**src/rtl/mpg_pkg.sv**
```systemverilog
package mpg_pkg;
  localparam int unsigned BYTE_W = 8;

  typedef struct packed {
    logic chk_wr;
    logic chk_rd;
  } mpg_qual_t;

  function automatic logic byte_par(input logic [BYTE_W-1:0] b, input logic odd);
    return (^b) ^ odd;
  endfunction
endpackage

```
**src/rtl/mpg_cycle_qual.sv**
```systemverilog
module mpg_cycle_qual
  import mpg_pkg::*;
#(
  parameter int unsigned NUM_BANKS = 4,
  localparam int unsigned BANK_W = (NUM_BANKS > 1) ? $clog2(NUM_BANKS) : 1
) (
  input  logic                 cyc_valid_i,
  input  logic                 cyc_write_i,
  input  logic [BANK_W-1:0]    bank_idx_i,
  input  logic [NUM_BANKS-1:0] bank_par_en_i,
  input  logic                 ext_ack_i,
  input  logic                 async_master_i,
  output mpg_qual_t            qual_o
);
  logic bank_on;
  logic chk;

  always_comb begin
    bank_on = 1'b0;
    for (int b = 0; b < NUM_BANKS; b++)
      if (bank_idx_i == BANK_W'(b)) bank_on = bank_par_en_i[b];
  end

  // external termination and async masters get no parity
  assign chk           = cyc_valid_i & bank_on & ~ext_ack_i & ~async_master_i;
  assign qual_o.chk_wr = chk & cyc_write_i;
  assign qual_o.chk_rd = chk & ~cyc_write_i;
endmodule

```
**src/rtl/mpg_lane_parity.sv**
```systemverilog
module mpg_lane_parity
  import mpg_pkg::*;
#(
  parameter int unsigned NUM_LANES = 4,
  localparam int unsigned DATA_W = NUM_LANES * BYTE_W
) (
  input  logic [DATA_W-1:0]    wdata_i,
  input  logic [DATA_W-1:0]    rdata_i,
  input  logic [NUM_LANES-1:0] rpar_i,
  input  logic [NUM_LANES-1:0] byte_en_i,
  input  logic                 odd_par_i,
  input  mpg_qual_t            qual_i,
  output logic [NUM_LANES-1:0] wpar_o,
  output logic [NUM_LANES-1:0] wpar_oe_o,
  output logic [NUM_LANES-1:0] lane_err_o
);
  for (genvar l = 0; l < NUM_LANES; l++) begin : g_lane
    logic exp_rd;
    assign wpar_o[l]     = byte_par(wdata_i[l*BYTE_W +: BYTE_W], odd_par_i);
    assign exp_rd        = byte_par(rdata_i[l*BYTE_W +: BYTE_W], odd_par_i);
    assign wpar_oe_o[l]  = qual_i.chk_wr & byte_en_i[l];
    assign lane_err_o[l] = qual_i.chk_rd & byte_en_i[l] & (rpar_i[l] ^ exp_rd);
  end
endmodule

```
**src/rtl/mpg_err_status.sv**
```systemverilog
module mpg_err_status #(
  parameter int unsigned NUM_BANKS = 4
) (
  input  logic                 clk_i,
  input  logic                 rst_ni,
  input  logic [NUM_BANKS-1:0] set_i,
  input  logic                 clr_valid_i,
  input  logic [NUM_BANKS-1:0] clr_mask_i,
  output logic [NUM_BANKS-1:0] status_o,
  output logic                 any_o
);
  logic [NUM_BANKS-1:0] status_q;
  logic [NUM_BANKS-1:0] clr_v;

  assign clr_v = clr_valid_i ? clr_mask_i : '0;

  always_ff @(posedge clk_i or negedge rst_ni) begin
    if (!rst_ni) status_q <= '0;
    else         status_q <= (status_q & ~clr_v) | set_i;  // set wins
  end

  assign status_o = status_q;
  assign any_o    = |status_q;

  a_r5_set_sticks: assert property (@(posedge clk_i) disable iff (!rst_ni)
    (set_i != '0) |=> ((status_q & $past(set_i)) == $past(set_i)));
  a_r5_hold: assert property (@(posedge clk_i) disable iff (!rst_ni)
    (!clr_valid_i && set_i == '0) |=> $stable(status_q));
  a_r7_w1c: assert property (@(posedge clk_i) disable iff (!rst_ni)
    clr_valid_i |=> ((status_q & $past(clr_mask_i & ~set_i)) == '0));
endmodule

```
**src/rtl/mem_parity_guard.sv**
```systemverilog
module mem_parity_guard
  import mpg_pkg::*;
#(
  parameter int unsigned NUM_BANKS = 4,
  parameter int unsigned DATA_W    = 32,
  localparam int unsigned NUM_LANES = DATA_W / BYTE_W,
  localparam int unsigned BANK_W    = (NUM_BANKS > 1) ? $clog2(NUM_BANKS) : 1
) (
  input  logic                 clk_i,
  input  logic                 rst_ni,
  input  logic                 cyc_valid_i,
  input  logic                 cyc_write_i,
  input  logic [BANK_W-1:0]    bank_idx_i,
  input  logic [NUM_LANES-1:0] byte_en_i,
  input  logic [DATA_W-1:0]    wdata_i,
  input  logic [DATA_W-1:0]    rdata_i,
  input  logic [NUM_LANES-1:0] rpar_i,
  input  logic                 ext_ack_i,
  input  logic                 async_master_i,
  input  logic                 internal_master_i,
  input  logic [NUM_BANKS-1:0] bank_par_en_i,
  input  logic                 odd_par_i,
  input  logic                 buserr_en_i,
  input  logic                 clr_valid_i,
  input  logic [NUM_BANKS-1:0] clr_mask_i,
  output logic [NUM_LANES-1:0] wpar_o,
  output logic [NUM_LANES-1:0] wpar_oe_o,
  output logic                 bus_err_o,
  output logic [NUM_BANKS-1:0] status_o,
  output logic                 par_err_o
);
  mpg_qual_t            qual;
  logic [NUM_LANES-1:0] lane_err;
  logic [NUM_BANKS-1:0] bank_set;
  logic                 rd_err;

  mpg_cycle_qual #(.NUM_BANKS(NUM_BANKS)) u_qual (
    .cyc_valid_i    (cyc_valid_i),
    .cyc_write_i    (cyc_write_i),
    .bank_idx_i     (bank_idx_i),
    .bank_par_en_i  (bank_par_en_i),
    .ext_ack_i      (ext_ack_i),
    .async_master_i (async_master_i),
    .qual_o         (qual)
  );

  mpg_lane_parity #(.NUM_LANES(NUM_LANES)) u_lanes (
    .wdata_i    (wdata_i),
    .rdata_i    (rdata_i),
    .rpar_i     (rpar_i),
    .byte_en_i  (byte_en_i),
    .odd_par_i  (odd_par_i),
    .qual_i     (qual),
    .wpar_o     (wpar_o),
    .wpar_oe_o  (wpar_oe_o),
    .lane_err_o (lane_err)
  );

  assign rd_err = |lane_err;

  for (genvar b = 0; b < NUM_BANKS; b++) begin : g_set
    assign bank_set[b] = rd_err & (bank_idx_i == BANK_W'(b));
  end

  mpg_err_status #(.NUM_BANKS(NUM_BANKS)) u_status (
    .clk_i       (clk_i),
    .rst_ni      (rst_ni),
    .set_i       (bank_set),
    .clr_valid_i (clr_valid_i),
    .clr_mask_i  (clr_mask_i),
    .status_o    (status_o),
    .any_o       (par_err_o)
  );

  assign bus_err_o = rd_err & buserr_en_i & internal_master_i;

  a_r2_oe_only_on_write: assert property (@(posedge clk_i) disable iff (!rst_ni)
    !(cyc_valid_i && cyc_write_i) |-> (wpar_oe_o == '0));
  a_r2_oe_within_be: assert property (@(posedge clk_i) disable iff (!rst_ni)
    ((wpar_oe_o & ~byte_en_i) == '0));
  a_r6_pin_after_error: assert property (@(posedge clk_i) disable iff (!rst_ni)
    (bank_set != '0) |=> par_err_o);
  a_r8_buserr_gated: assert property (@(posedge clk_i) disable iff (!rst_ni)
    bus_err_o |-> (buserr_en_i && internal_master_i && cyc_valid_i && !cyc_write_i));
  a_r9_ext_ack_quiet: assert property (@(posedge clk_i) disable iff (!rst_ni)
    ext_ack_i |-> (!bus_err_o && wpar_oe_o == '0 && bank_set == '0));
  a_r10_async_quiet: assert property (@(posedge clk_i) disable iff (!rst_ni)
    async_master_i |-> (!bus_err_o && wpar_oe_o == '0 && bank_set == '0));
endmodule

```
**config.mk**
```make
export PLATFORM = sky130hd
export DESIGN_NAME = mem_parity_guard
export DESIGN_NICKNAME = d
export VERILOG_FILES = /design/src/rtl/mpg_pkg.sv /design/src/rtl/mpg_cycle_qual.sv /design/src/rtl/mpg_lane_parity.sv /design/src/rtl/mpg_err_status.sv /design/src/rtl/mem_parity_guard.sv
export SDC_FILE = /design/constraint.sdc
export NUM_CORES = 1
export LEC_CHECK = 0
export BUFFER_PORTS_ARGS = -buffer_cell sky130_fd_sc_hd__buf_4
export CELL_PAD_IN_SITES_DETAIL_PLACEMENT = 0
export CELL_PAD_IN_SITES_GLOBAL_PLACEMENT = 1
export CORE_ASPECT_RATIO = 1.1
export CORE_MARGIN = 3
export CORE_UTILIZATION = 22
export DETAILED_ROUTE_END_ITERATION = 10
export GPL_TIMING_DRIVEN = 0
export PLACE_DENSITY = 0.86
export RECOVER_POWER = 50
export SETUP_SLACK_MARGIN = 0.05
export SYNTH_ARGS = -nofsm -noshare
export SYNTH_HDL_FRONTEND = slang
export SYNTH_HIERARCHICAL = 1
export SYNTH_SLANG_ARGS = --single-unit
```
**constraint.sdc**
```tcl
create_clock -name clk_i -period 2 [get_ports clk_i]
set_input_delay 0.2 -clock clk_i [delete_from_list [all_inputs] [get_ports clk_i]]
set_output_delay 0.2 -clock clk_i [all_outputs]
set_load 0.05 [all_outputs]
```
==> results of run 1 <==
routing by layer:
layer | routed length (µm) | global-route usage
met1 | 900 | 0.0973
met4 | 0 | 0.0195
met5 | 0 | 0
met2 | 1550 | 0.201
met3 | 366 | 0.0179
power groups by stage:
stage	Combinational, mW	Clock [mW]	Sequential, mW
finish	0.705	0.163	0.0898
global route	0.754	0.170	0.0907
CTS	0.740	0.168	0.0899
detailed placement	0.721	0	0.0908
global placement	0.713	0	0.0907
floorplan	0.437	0	0.108
synth_stat cells:
cell / instances / area share
xnor2_1: 48 / 0.44
xor2_1: 8 / 0.073
nand2_1: 6 / 0.023
and2_1: 4 / 0.026
and3_1: 4 / 0.026
dfrtp_1: 4 / 0.10
xnor2_2: 4 / 0.068
xnor3_1: 4 / 0.094
a21o_1: 3 / 0.023
nor2_1: 3 / 0.012
nor3b_1: 2 / 0.016
a21o_2: 1 / 0.0091
and4_1: 1 / 0.0091
and4b_1: 1 / 0.010
buf_4: 1 / 0.0078
mux4_2: 1 / 0.023
nor3_1: 1 / 0.0052
nor4_4: 1 / 0.022
or4_1: 1 / 0.0078
repair_timing:
action,4_1_cts,5_1_grt
setup endpoints to repair,1,2
hold endpoints to repair,4,0
resized for setup,5,0
cloned,0,0
hold buffers,1,0
buffers inserted,1,0
pin swaps,8,1
critical path: stages:
cell and delay, ps:
buf_4 120, xnor2_2 110, xnor3_1 440, xnor2_2 160, and3_4 190, nor4_4 310, nor2_2 60, buf_6 150
layout make-up:
type                            instances  share of cell area
Multi-Input combinational cell         93               0.468
Timing Repair Buffer                  106               0.418
Clock buffer                            3              0.0221
Buffer                                  1             0.00402
Tap cell                               52              0.0349
Sequential cell                         4              0.0536
worst paths after layout:
check | to | cells past startpoint
setup reg to reg | u_status/status_o[1] | 1
setup / recovery | bus_err_o | 8
hold / removal | u_status/status_o[3] | 3
min in group asynchronous | u_status/status_o[1] | 2
max in group asynchronous | u_status/status_o[2] | 2
hold reg to reg | u_status/status_o[3] | 1
kinds of logic after synthesis:
family | Yosys count
buffers and inverters | 1
flip-flops | 4
AO/OA/AOI/OAI | 4
AND/OR/NAND/NOR | 24
multiplexers | 1
XOR/XNOR | 64
==> results.txt, run 1 <==
status = completed
Post-Synth XOR/XNOR Area = 0.674
Seq pwr share = 0.094
most frequent cells in the layout = buf_4, xnor2_1, xor2_1
Placed Cells = 254
Synth Area in Adders = 0
commonest non-fill, non-tap cell in the layout = buf_4
pre-CTS setup slack = -174 ps
GR Overflow Total = 0
combinational family with the most area after synthesis = XOR/XNOR gates
Final TNS setup = 0 ps
final WL = 2.82 mm
Final GP Congestion = 0.667
relative slew slack = 0.586
number of fill cells = 442
Max Fclk = 517 MHz
PwrDens = 513 nW/µm²
Seq/Total Area, Yosys = 0.104
Yosys cell types = 19
initial antenna violation count = 0
Placement Cell Area = 1810 µm²
Synthesis Warnings = 6
Max IR drop VDD = 0.000496 V
Mapped Cells = 98
Worst-path clk slew = 30 ps
row count = 24
multiplexer share of the synthesized area = 0.0235
CP Capture Type = output port
Iteration-0 DRC Markers = 15
GR Util All Layers = 0.0972
Post-DP HPWL = 2.59 mm
Max FO, Critical Path = 2
unrepaired setup endpoints after global routing = yes
Initial Util = 0.235
footprint of the multi-input gates = 873 µm²
via-per-instance ratio = 4.01
Clk pwr share = 0.170
synthesized flop and latch total = 4
die area = 5190 µm²
CTS buffer count = 3
post-synthesis net count = 190
clock root buffer = clkbuf_8
Crit Path Class = primary input to output port
Psw = 0.391 mW
Post-Synth Simple-Gate Area = 0.158
final instance area = 1870 µm²
Diodes inserted = 0
IO buf count = 104
Tmin final = 1940 ps
final hold vios = 0
period utilisation layout = 0.968
endpoints failing setup = 0
layout cells sized above 1 = 0.546
flip-flop count of the largest register after layout = 4
critical path data required time = 1800 ps
first-pass GRT wire length = 3.92 mm
DRC errors left = 0
Syn Area/Cell = 9.78 µm²
Overall Power = 0.958 mW
Post-DRT Antenna Nets = 0
clock latency on the worst-skew pair = 210 ps
worst setup path start = rdata_i[4]
Combinational Power Share = 0.736
internal power = 0.567 mW
Register Area = 100 µm²
Final Skew = 0 ps
area of the mapped netlist = 958 µm²
setup ws final = 64.2 ps
clk sink count = 4
Horiz. Die Dim = 68.9 µm
Clock Path Buffers = 2
post-route insts no fill = 259
Max-Cap Viols = 0
Routed wire per std cell = 10.9 µm
Initial DRT Pass Iterations = 3
Compound-Gate Fraction of Synth Area = 0.0326
worst hold path type = primary input to flip-flop
Reg2Reg Launch Point = u_status/status_o[1]
final slew viol count = 0
I/O pins = 106
largest net degree at the start of global routing = 9
startpoint types = primary input
H-tree Lvls = 1
area growth from synthesis to layout = 94.8%
worst slew pin tran = 624 ps
Lkg Pwr = 0.934 nW
CP arrival = 1740 ps
hold_ws = 286 ps
placeable core area = 4080 µm²
nets = 301
Die H = 75.2 µm
vias in the first global route = 1031
FF-to-FF setup slack = 1320 ps
switch share = 0.408
total vias in the final route = 1039
CTS tree = done
Core Util, Final = 0.457
Hold Startpoint = clr_mask_i[3]
Power figures use the tool's default switching activity.
==> run 2: changes to the inputs <==
- CORE_UTILIZATION: 22 -> 24
- PLACE_DENSITY: 0.86 -> 0.93
- clock period: 2 -> 2.3 ns (I/O delays scaled with it)
==> results.txt, run 2 (same netlist as run 1, synthesis figures left out) <==
final instance area = 1830 µm² (-1.9%)
Worst-path clk slew = 30 ps (about the same)
Reg2Reg Launch Point = u_status/status_o[1]
Placed Cells = 252 (-0.79%)
critical path data required time = 2070 ps (+270 ps)
Post-DP HPWL = 2.52 mm (-2.8%)
period utilisation layout = 0.918
Final GP Congestion = 0.697 (+4.5%)
Hold Startpoint = clr_mask_i[0]
row count = 23 (-4.2%)
via-per-instance ratio = 4.13 (+2.9%)
setup ws final = 189 ps (+125 ps)
largest net degree at the start of global routing = 9 (unchanged)
PwrDens = 442 nW/µm² (-14%)
CTS tree = done
largest stage delay on the critical path = 440 ps (about the same)
WHS Path Cells = 3 (unchanged)
FF-to-FF setup slack = 1610 ps (+290 ps)
Die H = 72.3 µm (-3.9%)
pre-CTS setup slack = 36.0 ps (+210 ps)
final WL = 2.81 mm (-0.14%)
Final Skew = 0 ps (unchanged)
Final TNS setup = 0 ps (unchanged)
GR Util All Layers = 0.114 (+0.0164)
CTS buffer count = 3 (unchanged)
Crit Path Class = primary input to output port
layout cells sized above 1 = 0.522 (-0.0242)
CP cell instances = buf_4 -> xnor2_1 -> xnor3_1 -> xnor2_1 -> and3_1 -> nor4_4 -> nor2_1 -> buf_4
nets = 301 (unchanged)
area growth from synthesis to layout = 91.0%
final slew viol count = 0 (unchanged)
Post-DRT Antenna Nets = 0 (unchanged)
status = completed
clock latency on the worst-skew pair = 210 ps (about the same)
slowest CP cell = xnor3_1
IO buf count = 104 (unchanged)
commonest non-fill, non-tap cell in the layout = buf_4
Max FO, Critical Path = 2 (unchanged)
worst slew pin tran = 636 ps (+11.7 ps)
relative slew slack = 0.578 (-0.00774)
total vias in the final route = 1061 (+2.1%)
vias in the first global route = 1102 (+6.9%)
Overall Power = 0.809 mW (-16%)
Clock Path Buffers = 2 (unchanged)
endpoints failing setup = 0 (unchanged)
Lkg Pwr = 0.919 nW (-1.6%)
most frequent cells in the layout = buf_4, xnor2_1, clkbuf_1, xor2_1, nand2_1
CP arrival = 1880 ps (+140 ps)
GR Overflow Total = 0 (unchanged)
Max-Cap Viols = 0 (unchanged)
unrepaired setup endpoints after global routing = no
I/O pins = 106 (unchanged)
worst hold path type = primary input to flip-flop
Max Fclk = 474 MHz
CP Capture Type = output port
clk sink count = 4 (unchanged)
Iteration-0 DRC Markers = 12 (-3)
die area = 4790 µm² (-7.7%)
Core Util, Final = 0.489 (+0.0322)
clock root buffer = clkbuf_8
Max IR drop VDD = 0.000305 V (-38%)
placeable core area = 3740 µm² (-8.4%)
first-pass GRT wire length = 4.32 mm (+10%)
Diodes inserted = 0 (unchanged)
reg2reg path depth = 1 (unchanged)
DRC errors left = 0 (unchanged)
initial antenna violation count = 0 (unchanged)
Initial Util = 0.256 (+0.0215)
reg-to-reg endpoint = u_status/status_o[1]
flip-flop count of the largest register after layout = 4 (unchanged)
hold_ws = 316 ps (+29.7 ps)
final hold vios = 0 (unchanged)
Initial DRT Pass Iterations = 4 (+1)
Tmin final = 2110 ps
Horiz. Die Dim = 66.3 µm (-3.9%)
startpoint types = primary input
Routed wire per std cell = 10.9 µm (+0.64%)
H-tree Lvls = 1 (unchanged)
Placement Cell Area = 1800 µm² (-0.28%)
post-route insts no fill = 257 (-0.77%)
Worst Hold Path EP = u_status/status_o[0]
-- run 2: cell count changes in the layout (fill, tap and decap cells not counted) --
cell	before	now
buf_6	2	0
xnor2_1	46	48
xnor2_2	6	4
and3_1	3	4
and3_4	1	0
buf_4	97	98
clkbuf_1	7	8
nor2_1	2	3
nor2_2	1	0
-- run 2: layer usage --
layer	part of all wire	vias up	GRT usage
met5	0	-	0
met4	0.015	0	0.0406
met3	0.12	4	0.0186
met2	0.53	63	0.223
met1	0.33	455	0.118
li1	-	539	-
-- run 2: report_power, final --
part	internal, mW	switching, mW
Combinational	0.292	0.296
Sequential	0.0752	0.00327
Clock	0.111	0.0322
Total	0.478	0.331
-- run 2: repair_timing --
| item | CTS | global route |
|---|---|---|
| buffers inserted | 1 | 0 |
| gates resized for setup | 0 | 0 |
| hold buffers | 1 | 0 |
| hold endpoints to repair | 4 | 0 |
| setup endpoints to repair | 1 | 0 |
-- run 2: worst max path at each step --
stage,endpoint,startpoint,cells past startpoint
2_1_floorplan,bus_err_o,rdata_i[2],6
3_3_place_gp,bus_err_o,bank_idx_i[0],7
3_5_place_dp,bus_err_o,bank_idx_i[0],7
4_1_cts,bus_err_o,rdata_i[18],8
5_1_grt,bus_err_o,rdata_i[18],8
6_report,bus_err_o,rdata_i[18],8
-- run 2: cell type report --
| cell class | instances | area [µm²] |
|---|---|---|
| clock buffer | 3 | 41.3 |
| buffer | 1 | 7.51 |
| sequential | 4 | 100 |
| multi-input combinational | 93 | 851 |
| fill | 394 | 1910 |
| tap | 50 | 62.6 |
| timing repair buffer | 106 | 768 |
-- run 2: critical path, delay by kind of cell --
| kind | cells | cell delay (ps) |
|---|---|---|
| buf+inv | 2 | 300 |
| xor+xnor | 3 | 750 |
| simple gates | 3 | 590 |
==> run 3: changes to the inputs <==
- ABC_AREA: not set -> 1
- CORE_UTILIZATION: 24 -> 25
==> results.txt, run 3 <==
status = completed
CP Capture Type = output port
reg-to-reg endpoint = u_status/status_o[2]
switch share = 0.436 (+0.0273)
final WL = 3.85 mm (+37%)
endpoints failing setup = 0 (unchanged)
largest stage delay on the critical path = 220 ps (-220 ps)
Max FO, Critical Path = 5 (+3)
multiplexer share of the synthesized area = 0 (-0.0235)
flip-flop count of the largest register after layout = 4 (unchanged)
Primary FF master, synth = dfrtp_1
CTS buffer count = 3 (unchanged)
synthesized flop and latch total = 4 (unchanged)
worst slew pin tran = 625 ps (-10.2 ps)
area leader, netlist = nand2_1
die area = 6440 µm² (+35%)
CTS tree = done
internal power = 0.405 mW (-15%)
Async SR Flop Fraction = 1.00 (unchanged)
Lkg Pwr = 1.51 nW (+64%)
footprint of the multi-input gates = 1030 µm² (+21%)
PwrDens = 316 nW/µm² (-29%)
Crit Path Class = primary input to output port
critical path data required time = 2070 ps (about the same)
reg2reg path depth = 2 (+1)
Diodes inserted = 0 (unchanged)
area growth from synthesis to layout = 64.7%
Post-Synth Simple-Gate Area = 0.577 (+0.419)
Synth Area in Adders = 0 (unchanged)
Placement Cell Area = 2250 µm² (+25%)
final instance area = 2270 µm² (+24%)
period utilisation layout = 0.808 (-0.110)
Clk pwr share = 0.206 (+0.029)
Max Fclk = 538 MHz (+14%)
worst hold path type = primary input to flip-flop
layout cells sized above 1 = 0.252 (-0.270)
Horiz. Die Dim = 76.8 µm (+16%)
final slew viol count = 0 (unchanged)
worst setup path start = ext_ack_i
number of fill cells = 609 (+55%)
FF-to-FF setup slack = 1680 ps (+70 ps)
most frequent cells in the layout = nand2_1, buf_4, inv_1
Final GP Congestion = 0.798 (+14%)
Max-Cap Viols = 0 (unchanged)
startpoint types = primary input
I/O pins = 106 (unchanged)
Syn Area/Cell = 4.64 µm² (-53%)
Compound-Gate Fraction of Synth Area = 0.0181 (-0.0145)
Max IR drop VDD = 0.000117 V (-62%)
IO buf count = 104 (unchanged)
Psw = 0.313 mW (-5.4%)
Tmin final = 1860 ps (-253 ps)
slowest CP cell = buf_4
Die H = 83.9 µm (+16%)
GR Util All Layers = 0.118 (+0.00447)
Synthesis Warnings = 6 (unchanged)
Clock Path Buffers = 2 (unchanged)
unrepaired setup endpoints after global routing = no
Reg2Reg Launch Point = u_status/status_o[2]
count leader, synth = nand2_1
area of the mapped netlist = 1380 µm² (+44%)
CP arrival = 1630 ps (-250 ps)
Post-synth EDFFs = 0 (unchanged)
total vias in the final route = 1867 (+76%)
Synth top area share = 0.441 (+0.00237)
largest net degree at the start of global routing = 10 (+1)
Initial DRT Pass Iterations = 4 (unchanged)
cts repair resizes = 0 (unchanged)
Post-Synth XOR/XNOR Area = 0.152 (-0.521)
placeable core area = 5170 µm² (+38%)
Seq pwr share = 0.106 (+0.009)
nets = 499 (+66%)
initial antenna violation count = 0 (unchanged)
clock root buffer = clkbuf_8
commonest non-fill, non-tap cell in the layout = nand2_1
row count = 27 (+17%)
Post-DRT Antenna Nets = 0 (unchanged)
Yosys cell types = 12 (-7)
Seq/Total Area, Yosys = 0.0726 (-0.0318)
most area-consuming cells after synthesis = nand2_1, inv_1, xnor2_1
post-synthesis net count = 389 (+100%)
crit path capture = bus_err_o
Register Area = 100 µm² (unchanged)
first-pass GRT wire length = 6.58 mm (+52%)
Mapped Cells = 297 (+200%)
H-tree Lvls = 1 (unchanged)
Combinational Power Share = 0.688 (-0.038)
GR Overflow Total = 0 (unchanged)
Worst-path clk slew = 30 ps (about the same)
relative slew slack = 0.585 (+0.00680)
DRC errors left = 0 (unchanged)
via-per-instance ratio = 3.91 (-5.2%)
Final TNS setup = 0 ps (unchanged)
CP cell instances = buf_4 -> nor3_1 -> nand3_1 -> nor2_1 -> nand2_1 -> inv_1 -> nand2_1 -> nor2_1 -> nor2_2 -> a21oi_1 -> buf_4
Initial Util = 0.267 (+0.0106)
clock latency on the worst-skew pair = 220 ps (about the same)
Synth top cells by count = nand2_1, inv_1, xnor2_1
Routed wire per std cell = 8.06 µm (-26%)
vias in the first global route = 1702 (+54%)
Iteration-0 DRC Markers = 22 (+10)
Final Skew = 0 ps (unchanged)
clk sink count = 4 (unchanged)
Post-DP HPWL = 3.46 mm (+38%)
final hold vios = 0 (unchanged)
combinational family with the most area after synthesis = simple AND/OR/NAND/NOR gates
-- run 3: cell count changes in the layout (fill, tap and decap cells not counted), sizes merged, moves of 5 or more --
cell	delta
xnor2	-32
nand3	+19
inv	+63
nor2	+11
a21oi	+5
nand2	+156
-- run 3: final cells by class --
type	count	area share
timing repair buffer	105	0.335
buffer	1	0.00496
multi-input combinational	229	0.454
sequential	4	0.0441
clock buffer	3	0.0182
inverter	63	0.104
tap	72	0.0397
-- run 3: critical path: cells and delay by family --
family | cells | cell delay, ps
AND/OR/NAND/NOR | 7 | 870
buffers and inverters | 3 | 390
AO/OA/AOI/OAI | 1 | 150
-- run 3: worst min-delay path by stage --
| stage | start | endpoint | slack, ps | cells past startpoint |
|---|---|---|---|---|
| floorplan | rst_ni | u_status/status_o[0] | -70 | 0 |
| global placement | rst_ni | u_status/status_o[3] | 30 | 1 |
| detailed placement | rst_ni | u_status/status_o[3] | 30 | 1 |
| CTS | clr_mask_i[1] | u_status/status_o[1] | 260 | 4 |
| global route | clr_mask_i[0] | u_status/status_o[0] | 300 | 4 |
| finish | clr_mask_i[1] | u_status/status_o[1] | 260 | 4 |
-- run 3: what timing repair did --
item / CTS / global route
buffers inserted: 0 / 0
hold buffers: 1 / 0
endpoints found under the hold margin: 4 / 0
-- run 3: metrics by stage --
step / cells / power, mW / hold slack (ps) / util / worst slack (ps)
global placement: 473 / 0.583 / 26.0 / 0.435 / 401
floorplan: 297 / 0.383 / -65.6 / - / 279
global route: 477 / 0.796 / 295 / 0.439 / 176
finish: 477 / 0.718 / 261 / 0.439 / 443
detailed placement: 473 / 0.589 / 26.3 / 0.435 / 392
CTS: 477 / 0.744 / 264 / 0.445 / 391
-- run 3: cell families after synthesis --
group                     Yosys count
buffers and inverters              64
AOI/OAI and AO/OA                   5
and+or+nand+nor                   200
xor gates and xnor gates           24
DFF                                 4
-- run 3: power by group through the flow --
stage | registers (mW) | logic, mW | clock network, mW
final | 0.0765 | 0.494 | 0.148
after global routing | 0.0768 | 0.556 | 0.163
after CTS | 0.0765 | 0.515 | 0.152
after detailed placement | 0.0773 | 0.512 | 0
after global placement | 0.0773 | 0.505 | 0
after floorplan | 0.0891 | 0.293 | 0
-- run 3: routing by layer --
metal,vias up,part of all wire,track usage
met4,0,0.016,0.0494
met2,62,0.49,0.226
met1,725,0.43,0.128
li1,1073,-,-
met5,-,0,0
met3,7,0.065,0.0140
